$ cat src/rtl/ep_xfer_pkg.sv
package ep_xfer_pkg;
    typedef enum logic [1:0] {
        S_IDLE   = 2'd0,
        S_ACTIVE = 2'd1,
        S_RETIRE = 2'd2
    } trk_state_t;
endpackage

$ cat src/rtl/ep_xfer_count.sv
// Remaining-byte register with saturating subtraction and packet classification.
module ep_xfer_count #(
    parameter int CNT_W   = 16,
    parameter int PKT_W   = 11,
    parameter int MAX_PKT = 64
) (
    input  logic             clk,
    input  logic             rst_n,
    input  logic             load,
    input  logic [CNT_W-1:0] load_len,
    input  logic             apply,
    input  logic [PKT_W-1:0] pkt_len,
    output logic [CNT_W-1:0] remain,
    output logic             nxt_zero,
    output logic             too_long,
    output logic             short_pkt
);
    localparam int PAD = CNT_W - PKT_W;

    logic [CNT_W-1:0] remain_q;
    logic [CNT_W-1:0] len_ext;
    logic [CNT_W-1:0] remain_nxt;

    always_comb begin
        len_ext    = {{PAD{1'b0}}, pkt_len};
        too_long   = len_ext > remain_q;
        remain_nxt = (len_ext >= remain_q) ? '0 : remain_q - len_ext;
        nxt_zero   = (remain_nxt == '0);
        short_pkt  = pkt_len < PKT_W'(MAX_PKT);
    end

    always_ff @(posedge clk or negedge rst_n) begin
        if (!rst_n) begin
            remain_q <= '0;
        end else if (load) begin
            remain_q <= load_len;
        end else if (apply) begin
            remain_q <= remain_nxt;
        end
    end

    assign remain = remain_q;
endmodule

$ cat src/rtl/ep_xfer_errtab.sv
// Fixed error table: maps events, direction and endpoint type onto two sticky bits.
module ep_xfer_errtab (
    input  logic clk,
    input  logic rst_n,
    input  logic clr,
    input  logic en,
    input  logic is_rx,
    input  logic iso,
    input  logic rx_ovf,
    input  logic len_ovf,
    input  logic iso_rx_err,
    input  logic iso_ful_err,
    output logic dbuf_err,
    output logic xact_err,
    output logic hit
);
    logic set_dbuf;
    logic set_xact;
    logic dbuf_q;
    logic xact_q;

    always_comb begin
        set_dbuf = is_rx && (rx_ovf || len_ovf);
        set_xact = iso && (iso_ful_err || (is_rx && iso_rx_err));
        hit      = en && (set_dbuf || set_xact);
    end

    always_ff @(posedge clk or negedge rst_n) begin
        if (!rst_n) begin
            dbuf_q <= 1'b0;
            xact_q <= 1'b0;
        end else if (clr) begin
            dbuf_q <= 1'b0;
            xact_q <= 1'b0;
        end else if (en) begin
            dbuf_q <= dbuf_q | set_dbuf;
            xact_q <= xact_q | set_xact;
        end
    end

    assign dbuf_err = dbuf_q;
    assign xact_err = xact_q;
endmodule

$ cat src/rtl/ep_xfer_tracker.sv
module ep_xfer_tracker
    import ep_xfer_pkg::*;
#(
    parameter int CNT_W   = 16,
    parameter int PKT_W   = 11,
    parameter int MAX_PKT = 64
) (
    input  logic             clk,
    input  logic             rst_n,
    input  logic             arm,
    input  logic [CNT_W-1:0] arm_len,
    input  logic             is_rx,
    input  logic             iso,
    input  logic             pkt_cmpl,
    input  logic [PKT_W-1:0] pkt_len,
    input  logic             rx_ovf,
    input  logic             iso_rx_err,
    input  logic             iso_ful_err,
    output logic [CNT_W-1:0] bytes_left,
    output logic             xfer_done,
    output logic             dbuf_err,
    output logic             xact_err
);
    trk_state_t state_q;
    trk_state_t state_d;

    logic active;
    logic apply;
    logic nxt_zero;
    logic too_long;
    logic short_pkt;
    logic err_hit;
    logic finish;

    assign active = (state_q == S_ACTIVE) && !arm;
    assign apply  = active && pkt_cmpl;

    ep_xfer_count #(
        .CNT_W   (CNT_W),
        .PKT_W   (PKT_W),
        .MAX_PKT (MAX_PKT)
    ) u_count (
        .clk       (clk),
        .rst_n     (rst_n),
        .load      (arm),
        .load_len  (arm_len),
        .apply     (apply),
        .pkt_len   (pkt_len),
        .remain    (bytes_left),
        .nxt_zero  (nxt_zero),
        .too_long  (too_long),
        .short_pkt (short_pkt)
    );

    ep_xfer_errtab u_errtab (
        .clk         (clk),
        .rst_n       (rst_n),
        .clr         (arm),
        .en          (active),
        .is_rx       (is_rx),
        .iso         (iso),
        .rx_ovf      (rx_ovf),
        .len_ovf     (pkt_cmpl && too_long),
        .iso_rx_err  (iso_rx_err),
        .iso_ful_err (iso_ful_err),
        .dbuf_err    (dbuf_err),
        .xact_err    (xact_err),
        .hit         (err_hit)
    );

    // Completion rule: transmit needs zero left; receive also ends on a short packet.
    always_comb begin
        finish = err_hit;
        if (pkt_cmpl) begin
            if (is_rx) begin
                finish = finish || nxt_zero || short_pkt;
            end else begin
                finish = finish || nxt_zero;
            end
        end
    end

    always_comb begin
        state_d = state_q;
        if (arm) begin
            state_d = S_ACTIVE;
        end else begin
            unique case (state_q)
                S_IDLE:   state_d = S_IDLE;
                S_ACTIVE: state_d = finish ? S_RETIRE : S_ACTIVE;
                S_RETIRE: state_d = S_IDLE;
                default:  state_d = S_IDLE;
            endcase
        end
    end

    always_ff @(posedge clk or negedge rst_n) begin
        if (!rst_n) begin
            state_q <= S_IDLE;
        end else begin
            state_q <= state_d;
        end
    end

    always_comb begin
        xfer_done = 1'b0;
        unique case (state_q)
            S_IDLE:   xfer_done = 1'b0;
            S_ACTIVE: xfer_done = 1'b0;
            S_RETIRE: xfer_done = 1'b1;
            default:  xfer_done = 1'b0;
        endcase
    end
endmodule

$ cat config.mk
export PLATFORM = sky130hd
export DESIGN_NAME = ep_xfer_tracker
export DESIGN_NICKNAME = d
export VERILOG_FILES = /design/src/rtl/ep_xfer_pkg.sv /design/src/rtl/ep_xfer_count.sv /design/src/rtl/ep_xfer_errtab.sv /design/src/rtl/ep_xfer_tracker.sv
export SDC_FILE = /design/constraint.sdc
export NUM_CORES = 1
export LEC_CHECK = 0
export ABC_CLOCK_PERIOD_IN_PS = 3000
export CAP_MARGIN = 20
export CORE_ASPECT_RATIO = 1.25
export CORE_MARGIN = 1
export CORE_UTILIZATION = 43
export DETAILED_ROUTE_END_ITERATION = 12
export DONT_BUFFER_PORTS = 1
export GPL_TIMING_DRIVEN = 0
export PLACE_DENSITY = 0.57
export SLEW_MARGIN = 40
export SYNTH_ARGS = -nofsm -noshare
export SYNTH_HDL_FRONTEND = slang
export SYNTH_HIERARCHICAL = 1
export SYNTH_SLANG_ARGS = --single-unit
export TNS_END_PERCENT = 10
$ cat constraint.sdc
create_clock -name clk -period 3 [get_ports clk]
set_clock_uncertainty 0.05 [all_clocks]
set_input_delay 0 -clock clk [delete_from_list [all_inputs] [get_ports clk]]
set_output_delay 0 -clock clk [all_outputs]
set_load 0.05 [all_outputs]
==> impl_results.md, run 1 <==
* Startpoint types: flip-flop
* R2R Setup Slk at -230 ps
* Cell breakdown of the critical path: inv_2 > ha_4 > fa_2 > nand2b_4 > a21o_4 > and2_2 > xnor2_1 > a2111oi_4 > nand4_1 > a221oi_2 > a21oi_2 > a31o_1
* IO Count at 55
* Clk buf depth at 2
* R2r endpoint: state_q[0]$_DFF_PN0_
* First-pass GRT wire length at approximately 9300 um
* Largest net degree at the start of global routing at 21
* Cell family with most CP delay: compound AO/OA/AOI/OAI gates
* Initial drt markers at 97
* Number of buffer and inverter stages on the critical path at 1
* RSZ-0062 raised after global routing: true
* Fin cells at 331
* Slew @ Worst Pin at roughly 700 ps
* Dpl cells at 297
* Primary FF master, synth: dfrtp_1
* Detail Route Antenna Nets at 0
* Slew headroom at a little over half
* Drt total wl at 5780 um
* FFs w/ async S/R, synth at 100%
* Final min period at ~3200 ps
* Slew Viols, Final at 0
* Antenna cells at 0
* Clock sinks at 20
* Hold path depth at 3
* Die X at about 62 um
* Site Rows at 26
* Register Area at slightly above 500 sq um
* Critical path arrival at 3350 ps
* RR Startpoint: u_count/remain[0]$_DFFE_PN0P_
* Leakage power at just under 0.001 uW
* Failing checks: negative setup slack
* Critical path type: flip-flop to flip-flop
* Post-synthesis cell type count at 61
* Max_cap viols at 0
* Fmax achieved at roughly 310 MHz
* Port Buf Inserts at 0
* # setup viols final at 2
* Area after DPL at 2040 sq um
* Share of cells above drive strength 1 at 21.5%
* Crit-path max FO at 5
* Synth area leaders: dfrtp_1, ha_1, o21ai_0
* Slowest-stage cell, CP: dfrtp_2
* Vias in the first global route at 1894
* Setup crit end kind: flip-flop
* Status: complete, but fails checks
* Area share of the largest cell type after synthesis at 26.1%
* # DRC at 0
* Register area share after synthesis at a little over a quarter
* Total CTS buffers at 3
* Htree depth at 1
* Routed vias at 1943
* Clock slew at reported path FFs at 90 ps
* Full die area at 4730 sq um
* Area growth from synthesis to layout at 32.9%
* Nets at 324
* Die height at roughly 77 um
* Via density at 5.87
* Worst EP required at 3120 ps
* Final worst setup slack at -234 ps
* Total gr overflow at 0
* Root buf cell: clkbuf_8
* Ys Warns at 6
* Setup TNS at -349 ps
* Final RePlAce weighted congestion at around 0.88
* DR WL/cell at 17.5 um
* Synthesized Nets at a little under 300
* Initial antenna violation count at 0
* Hold Path End: u_errtab/dbuf_err$_DFFE_PN0P_
* GRT Util Overall at between 20% and 30%
* Synthesized instance count at 241
* Synth Area per Inst at 7.95 sq um
* Crit share post-route at 108%
* Dpl hpwl at roughly 4000 um
* Drt pass-1 iters at 4
* Final hold viol count at 0
* Final instance area at 2550 sq um
* Hold Crit Start: pkt_cmpl
* Cell Pwr Density at 493 nW/um^2
* Footprint of the multi-input gates at between 1000 and 1500 sq um
* #FFs+latches synth at 20
* Initial core utilization at 46.0%
* Filler Cells Inserted at approximately 390
* Core area at 4160 sq um
* Hold Crit Class: primary input to flip-flop
* Post-synth EDFFs at 0
* Largest stage delay on the critical path at 550 ps
* Worst-case reg-to-reg path depth at 12
* VDD IR max at 0.234 mV
* Clock latency on the worst-skew pair at 270 ps
* Area of the mapped netlist at 1920 sq um
* Area leader, netlist: dfrtp_1
* CTS tree: built
[logic make-up after synthesis]
family          after synthesis  share of synthesized area (%)
simple gates                 89                           24.3
mux                           2                           1.11
flops                        20                           26.1
compound gates               83                           31.1
xor+xnor                      5                           2.29
buf+inv                      30                           6.92
fa+ha+maj                    12                           8.22
[worst max path at each step]
stage	cells past startpoint	endpoint	startpoint
2_1_floorplan	10	state_q[0]$_DFF_PN0_	u_count/remain[9]$_DFFE_PN0P_
3_3_place_gp	10	state_q[0]$_DFF_PN0_	u_count/remain[5]$_DFFE_PN0P_
3_5_place_dp	10	state_q[0]$_DFF_PN0_	u_count/remain[5]$_DFFE_PN0P_
4_1_cts	10	state_q[0]$_DFF_PN0_	u_count/remain[9]$_DFFE_PN0P_
5_1_grt	12	state_q[0]$_DFF_PN0_	u_count/remain[0]$_DFFE_PN0P_
6_report	12	state_q[0]$_DFF_PN0_	u_count/remain[0]$_DFFE_PN0P_
[synthesized netlist by cell type (all sizes together), types with 2 or more instances]
master   count
a21o         4
nand3        6
a2bb2oi      8
a22oi        3
xnor2        2
a211oi       4
o31a         2
clkbuf       7
nand2b       3
o21ai       25
ha          11
a21boi       4
and2         6
nand4        2
nor3         8
o31ai        3
dfrtp       20
or4          2
nor4         3
a21oi       14
nor2b        6
nand2       30
xor2         3
clkinv       2
a31oi        3
nor2        16
a2111oi      2
inv         21
[final cells by class]
class / count / area share, %
Multi-Input combinational cell: 191 / 58.1
Sequential cell: 20 / 20.1
Timing Repair Buffer: 30 / 11.1
Inverter: 23 / 3.39
Tap cell: 56 / 2.75
Buffer: 7 / 1.82
Clock buffer: 3 / 1.62
Clock inverter: 1 / 1.18
[sequential cells by signal (all words and copies together) (netlist names)]
register	flops
state_q	2
u_count/remain	16
u_errtab/dbuf_err	1
u_errtab/xact_err	1
[timing repair]
item	4_1_cts	5_1_grt
endpoints found under the hold margin	40	20
pin swaps	7	6
endpoints found under the setup margin	2	5
setup buffers	2	3
resized for setup	18	10
hold buffers	24	1
[placed cells by master, fill, tap and decap left out, types with 6 or more instances in the layout]
master	Yosys	routed
nor2_1	15	15
inv_1	21	20
a2bb2oi_1	8	8
nor3_1	8	7
ha_4	0	6
nand2_1	30	30
dlygate4sd3_1	0	24
dfrtp_1	20	11
a21oi_1	11	9
dfrtp_2	0	9
o21ai_0	23	23
nand3_1	6	6
[metal layers]
metal  track usage, %  up-vias  part of all wire [%]
li1                 -      953                     -
met1             35.7      913                    44
met2             42.2       61                    48
met3             3.06       16                   4.7
met4             9.11        0                   3.3
met5                0        -                     0
[tightest hold or removal path: cells and delay by family]
kind | cells | cell delay, ps
compound gates | 2 | 260
simple gates | 1 | 100
[where the power goes]
part | switching (uW) | internal, uW | total, uW
clock network | 111 | 178 | 289
registers | 142 | 301 | 443
logic | 291 | 233 | 524
[metrics by stage]
step / worst slack, ps / utilization [%] / power (uW) / hold WS (ps)
final: -234 / 61.2 / 1260 / 80.3
after global routing: -360 / 61.2 / 1330 / 111
after CTS: -212 / 59.2 / 1220 / 78.6
after detailed placement: -389 / 49.0 / 855 / -345
after global placement: -398 / 49.0 / 855 / -345
after floorplan: -15.0 / - / 766 / -346
No activity file was read; power rests on OpenSTA's default activity.
==> inputs of run 2 (changes only) <==
--- a/config.mk
+++ b/config.mk
@@ -5,7 +5,7 @@
 export SDC_FILE = /design/constraint.sdc
 export NUM_CORES = 1
 export LEC_CHECK = 0
-export ABC_CLOCK_PERIOD_IN_PS = 3000
+export ABC_CLOCK_PERIOD_IN_PS = 3100
 export CAP_MARGIN = 20
 export CORE_ASPECT_RATIO = 1.25
 export CORE_MARGIN = 1
@@ -13,7 +13,7 @@
 export DETAILED_ROUTE_END_ITERATION = 12
 export DONT_BUFFER_PORTS = 1
 export GPL_TIMING_DRIVEN = 0
-export PLACE_DENSITY = 0.57
+export PLACE_DENSITY = 0.55
 export SLEW_MARGIN = 40
 export SYNTH_ARGS = -nofsm -noshare
 export SYNTH_HDL_FRONTEND = slang
==> constraint.sdc (replaced) <==
create_clock -name clk -period 3.1 [get_ports clk]
set_clock_uncertainty 0.05 [all_clocks]
set_input_delay 0 -clock clk [delete_from_list [all_inputs] [get_ports clk]]
set_output_delay 0 -clock clk [all_outputs]
set_load 0.05 [all_outputs]
==> run 2 against run 1 <==
The run still ends with negative setup slack left; die area unchanged; maximum frequency decreased by 1.1%; clock power decreased by 4%; final cell count increased by 0.30%; combinational power decreased by 5.0%; utilization decreased by 0.60 points; worst hold slack improved by 2.4 ps; power decreased by 4.1%; sequential cell count unchanged; non-clock buffer count increased by 1; clock-buffer cell count unchanged; critical path depth decreased by 2; critical endpoint unchanged; largest power group unchanged.
==> impl_results.md, run 2 (same netlist as run 1, synthesis figures left out) <==
* Status: complete, but fails checks
* Failing checks: negative setup slack
* Detail Route Antenna Nets at 0 (unchanged)
* Crit-path max FO at 3 (-2)
* Commonest non-fill, non-tap cells in the layout: nand2_1, dlygate4sd3_1, o21ai_0, inv_1, nor2_1
* Dpl cells at 297 (unchanged)
* # setup viols final at 2 (unchanged)
* Cell breakdown of the critical path: ha_4 > a21oi_4 > o21ai_2 > or4_4 > or3b_4 > a2111oi_4 > nand4_1 > a221oi_2 > a21oi_2 > a31o_1
* Port Buf Inserts at 0 (unchanged)
* Die height at 76.6 um (unchanged)
* Antenna cells at 0 (unchanged)
* Via density at 5.97 (+1.8%)
* Hold slack at 82.7 ps (+2.43 ps)
* Slew @ Worst Pin at 699 ps (-4.72 ps)
* Final min period at 3270 ps (+35.1 ps)
* Slew Viols, Final at 0 (unchanged)
* CTS tree: built
* Largest net degree at the start of global routing at 21 (unchanged)
* RSZ-0062 raised after global routing: true
* Drt total wl at 5910 um (+2.4%)
* Final Util at 60.6% (-0.60 points)
* DR WL/cell at 17.8 um (+2.1%)
* Initial drt markers at 121 (+25%)
* Crit share post-route at 105% (-2.3 points)
* Startpoint types: flip-flop
* Clk buf depth at 2 (unchanged)
* Clock latency on the worst-skew pair at 270 ps (about the same)
* Internal at 682 uW (-4.3%)
* Initial antenna violation count at 0 (unchanged)
* Final hold viol count at 0 (unchanged)
* GRT Util Overall at 26.3% (-0.13 points)
* Critical path type: flip-flop to flip-flop
* Area growth from synthesis to layout at 31.6%
* Max_cap viols at 0 (unchanged)
* Worst EP required at 3210 ps (+90 ps)
* Core area at 4160 sq um (unchanged)
* Site Rows at 26 (unchanged)
* Initial core utilization at 46.0% (unchanged)
* Total gr overflow at 0 (unchanged)
* Hold Crit Class: primary input to flip-flop
* Share of cells above drive strength 1 at 21.0% (-0.44 points)
* Full die area at 4730 sq um (unchanged)
* Vias in the first global route at 1938 (+2.3%)
* Final worst setup slack at -169 ps (+64.9 ps)
* Nets at 325 (+0.31%)
* Clock sinks at 20 (unchanged)
* Routed vias at 1983 (+2.1%)
* Fmax achieved at 306 MHz (-1.1%)
* Dpl hpwl at 4040 um (+4.0%)
* Total CTS buffers at 3 (unchanged)
* Drt pass-1 iters at 5 (+1)
* Final RePlAce weighted congestion at 0.931 (+5.3%)
* Cell Pwr Density at 478 nW/um^2 (-3.2%)
* Critical path arrival at 3380 ps (+30 ps)
* Max reg flops at 16 (unchanged)
* Slew headroom at 53.4% (+0.31 points)
* First-pass GRT wire length at 9250 um (-0.52%)
* Net Sw Power at 523 uW (-3.9%)
* Htree depth at 1 (unchanged)
* Largest stage delay on the critical path at 560 ps (about the same)
* Root buf cell: clkbuf_8
* Die X at 61.7 um (unchanged)
* Fin cells at 332 (+0.30%)
* Seq pwr share at 35.7% (+0.4 points)
* VDD IR max at 0.228 mV (-2.2%)
* Clock slew at reported path FFs at 80 ps (about the same)
* Slowest-stage cell, CP: dfrtp_2
* # DRC at 0 (unchanged)
* Comb pwr share at 41.3% (-0.4 points)
* Clk network pwr share at 23.0% (about the same)
* IO Count at 55 (unchanged)
* Commonest non-fill, non-tap cell in the layout: nand2_1
* Switching share of total power at 43.4% (+0.11 points)
* Leakage power at 0.000982 uW (-0.24%)
* Setup crit end kind: flip-flop
-- run 2: final timing paths --
check | startpoint | endpoint | slack (ps) | depth (start not counted)
max in group asynchronous | rst_n | u_count/remain[0]$_DFFE_PN0P_ | 2460 | 2
setup reg to reg | u_count/remain[9]$_DFFE_PN0P_ | state_q[0]$_DFF_PN0_ | -170 | 10
hold / removal | pkt_cmpl | u_errtab/dbuf_err$_DFFE_PN0P_ | 80 | 3
setup / recovery | u_count/remain[9]$_DFFE_PN0P_ | state_q[0]$_DFF_PN0_ | -170 | 10
hold reg to reg | state_q[1]$_DFF_PN0_ | state_q[1]$_DFF_PN0_ | 570 | 2
min in group asynchronous | rst_n | u_count/remain[8]$_DFFE_PN0P_ | 160 | 2
-- run 2: per-layer routing --
metal / part of all wire, % / global-route usage, % / wire length (um) / up-vias
met5: 0 / 0 / 0 / -
met4: 1.4 / 6.44 / 81 / 0
li1: - / - / - / 952
met2: 52 / 44.6 / 3080 / 82
met1: 41 / 33.6 / 2450 / 940
met3: 5.2 / 3.90 / 307 / 9
-- run 2: repair_timing --
item | CTS | global route
endpoints found under the hold margin | 40 | 20
gates resized for setup | 13 | 14
buffers inserted | 4 | 2
setup endpoints to repair | 2 | 2
pin swaps | 8 | 7
hold buffers | 24 | 1
-- run 2: cell type report --
| type | instances | area (sq um) |
|---|---|---|
| clock buffer | 3 | 41.3 |
| sequential | 20 | 514 |
| tap | 56 | 70.1 |
| fill | 419 | 1640 |
| multi-input combinational | 191 | 1440 |
| inverter | 23 | 86.3 |
| buffer | 7 | 46.3 |
| clock inverter | 1 | 30.0 |
| timing repair buffer | 31 | 290 |
-- run 2: power by group through the flow --
stage	clock [uW]	sequential (uW)	combinational, uW
final	277	430	498
after global routing	295	437	548
after CTS	285	430	460
after detailed placement	0	433	390
after global placement	0	431	386
after floorplan	0	421	315
-- run 2: per-stage QoR --
stage	TNS, ps	worst slack [ps]	cell area [sq um]	power [uW]
detailed placement	-585	-347	2020	823
global route	-544	-300	2520	1280
CTS	-355	-230	2440	1170
global placement	-531	-326	2020	817
floorplan	0	30.3	1950	736
finish	-236	-169	2520	1200
-- run 2: worst max-delay path, delay by kind of cell, from the launching register on --
| kind | cells | cell delay (ps) |
|---|---|---|
| AOI/OAI and AO/OA | 6 | 1160 |
| adders and majority gates | 1 | 270 |
| DFF | 1 | 560 |
| and+or+nand+nor | 3 | 1110 |
==> inputs of run 3 (changes only) <==
--- a/config.mk
+++ b/config.mk
@@ -13,6 +13,7 @@
 export DETAILED_ROUTE_END_ITERATION = 12
 export DONT_BUFFER_PORTS = 1
 export GPL_TIMING_DRIVEN = 0
+export MAX_ROUTING_LAYER = met4
 export PLACE_DENSITY = 0.55
 export SLEW_MARGIN = 40
 export SYNTH_ARGS = -nofsm -noshare
==> run 3 against run 2 <==
The run still ends with negative setup slack left; first-iteration DRC count fell by 37%; sequential share of layout area up 0.36 points; routed wire length down 3.0%; clock-buffer cell count unchanged; largest cell class unchanged; highest routed layer unchanged.
==> impl_results.md, run 3 (same netlist as run 1, synthesis figures left out) <==
* Dpl hpwl at 4070 um (+0.58%)
* Comb pwr share at 40.6% (-0.7 points)
* Clock latency on the worst-skew pair at 270 ps (about the same)
* Startpoint types: flip-flop
* Clock slew at reported path FFs at 80 ps (about the same)
* Leakage power at 0.000961 uW (-2.1%)
* Total CTS buffers at 3 (unchanged)
* Internal at 673 uW (-1.3%)
* Detail Route Antenna Nets at 0 (unchanged)
* Die X at 61.7 um (unchanged)
* Slew headroom at 53.7% (+0.24 points)
* Status: complete, but fails checks
* Worst-case reg-to-reg path depth at 12 (+2)
* Slew @ Worst Pin at 695 ps (-3.64 ps)
* Seq pwr share at 36.2% (+0.5 points)
* Net Sw Power at 511 uW (-2.2%)
* Final hold viol count at 0 (unchanged)
* Largest net degree at the start of global routing at 21 (unchanged)
* Dpl ws at -322 ps (+25.1 ps)
* R2R Setup Slk at -200 ps (-30 ps)
* Filler Cells Inserted at 416 (-0.72%)
* Clk buf depth at 2 (unchanged)
* Crit-path max FO at 3 (unchanged)
* R2r endpoint: state_q[0]$_DFF_PN0_
* Hold Crit Class: primary input to flip-flop
* Drt total wl at 5730 um (-3.0%)
* Share of cells above drive strength 1 at 18.4% (-2.6 points)
* Site Rows at 26 (unchanged)
* Nets at 321 (-1.2%)
* Final worst setup slack at -199 ps (-30.1 ps)
* Tot Pwr at 1180 uW (-1.7%)
* Initial drt markers at 76 (-37%)
* Clk network pwr share at 23.2% (+0.2 points)
* Die height at 76.6 um (unchanged)
* Via density at 5.93 (-0.77%)
* Core area at 4160 sq um (unchanged)
* Setup TNS at -309 ps (-72.9 ps)
* Worst EP required at 3220 ps (about the same)
* Crit share post-route at 106% (+0.97 points)
* # setup viols final at 2 (unchanged)
* VDD IR max at 0.262 mV (+15%)
* Full die area at 4730 sq um (unchanged)
* Slew Viols, Final at 0 (unchanged)
* Failing checks: negative setup slack
* Crit path launch: u_count/remain[0]$_DFFE_PN0P_
* Final min period at 3300 ps (+30.1 ps)
* Initial antenna violation count at 0 (unchanged)
* Critical path type: flip-flop to flip-flop
* First-pass GRT wire length at 8980 um (-2.8%)
* Crit path to: state_q[0]$_DFF_PN0_
* Commonest non-fill, non-tap cells in the layout: nand2_1, dlygate4sd3_1, o21ai_0, inv_1, nor2_1
* Area growth from synthesis to layout at 29.0%
* Antenna cells at 0 (unchanged)
* Port Buf Inserts at 0 (unchanged)
* Routed vias at 1944 (-2.0%)
* Vias in the first global route at 1934 (-0.21%)
* Initial core utilization at 46.0% (unchanged)
* Root buf cell: clkbuf_8
* Commonest non-fill, non-tap cell in the layout: nand2_1
* Switching share of total power at 43.1% (-0.23 points)
* CTS tree: built
* IO Count at 55 (unchanged)
* Final RePlAce weighted congestion at 0.925 (-0.69%)
* Setup crit end kind: flip-flop
* Final instance area at 2470 sq um (-2.0%)
* RR Startpoint: u_count/remain[0]$_DFFE_PN0P_
* Max_cap viols at 0 (unchanged)
* Cell Pwr Density at 479 nW/um^2 (+0.29%)
* Area after DPL at 2020 sq um (unchanged)
* Fmax achieved at 303 MHz (-0.91%)
* RSZ-0062 raised after global routing: true
* Htree depth at 1 (unchanged)
* Total gr overflow at 0 (unchanged)
* DR WL/cell at 17.5 um (-1.8%)
* Critical path arrival at 3420 ps (+40 ps)
* GRT Util Overall at 26.1% (-0.11 points)
* Final Util at 59.4% (-1.2 points)
* Drt pass-1 iters at 4 (-1)
* Clock sinks at 20 (unchanged)
* Max reg flops at 16 (unchanged)
* # DRC at 0 (unchanged)
## run 3: changes by cell type in the layout (fill, tap and decap cells not counted), sizes merged
| cell | delta |
|---|---|
| buf | -4 |
## run 3: timing repair
item                                    4_1_cts  5_1_grt
endpoints found under the hold margin        40       20
pin swaps                                     4        5
resized for setup                             9       13
buffers inserted                              0        2
hold buffers                                 24        1
cloned                                        0        0
endpoints found under the setup margin        2        2
## run 3: how the worst min path moves through the flow
stage	from	slack (ps)	to	depth (start not counted)
floorplan	rst_n	-350	state_q[0]$_DFF_PN0_	0
global placement	rst_n	-350	u_count/remain[6]$_DFFE_PN0P_	0
detailed placement	rst_n	-350	u_count/remain[6]$_DFFE_PN0P_	0
CTS	pkt_cmpl	80	u_errtab/dbuf_err$_DFFE_PN0P_	3
global route	pkt_cmpl	110	u_errtab/dbuf_err$_DFFE_PN0P_	3
finish	pkt_cmpl	80	u_errtab/dbuf_err$_DFFE_PN0P_	3
## run 3: cell type report
class	instances	area [sq um]	share of cell area, %
Buffer	7	46.3	1.87
Clock buffer	3	41.3	1.67
Clock inverter	1	30.0	1.21
Inverter	23	86.3	3.49
Multi-Input combinational cell	191	1430	57.6
Sequential cell	20	513	20.7
Tap cell	56	70.1	2.83
Timing Repair Buffer	27	260	10.5
## run 3: per-stage QoR
step | hold WS (ps) | instances
3_5_place_dp | -345 | 297
5_1_grt | 106 | 328
3_3_place_gp | -345 | 297
4_1_cts | 78.9 | 325
2_1_floorplan | -346 | 241
6_report | 77.8 | 328
## run 3: power groups by stage
stage	combinational (uW)	sequential, uW	clock, uW
finish	481	428	275
global route	529	434	295
CTS	442	428	286
detailed placement	391	433	0
global placement	388	431	0
floorplan	315	421	0
## run 3: critical path, cell delays in order, from the launching register on
cell and delay [ps]:
dfrtp_2 550, inv_2 50, ha_2 200, fa_2 360, nand2b_4 160, a21oi_2 130, xor2_1 110, or4_4 440
a2111oi_4 350, nand4_1 160, a221oi_2 320, a21oi_2 100, a31o_1 220
## run 3: routing by layer
metal  vias to the layer above  share of wire, %  wire length (um)  global-route usage [%]
met5                         -                 0                 0                       -
met4                         0               2.1               119                    7.56
met3                        11               4.6               261                    3.06
met2                        60                51              2930                    44.5
met1                       927                42              2420                    31.2
li1                        946                 -                 -                       -
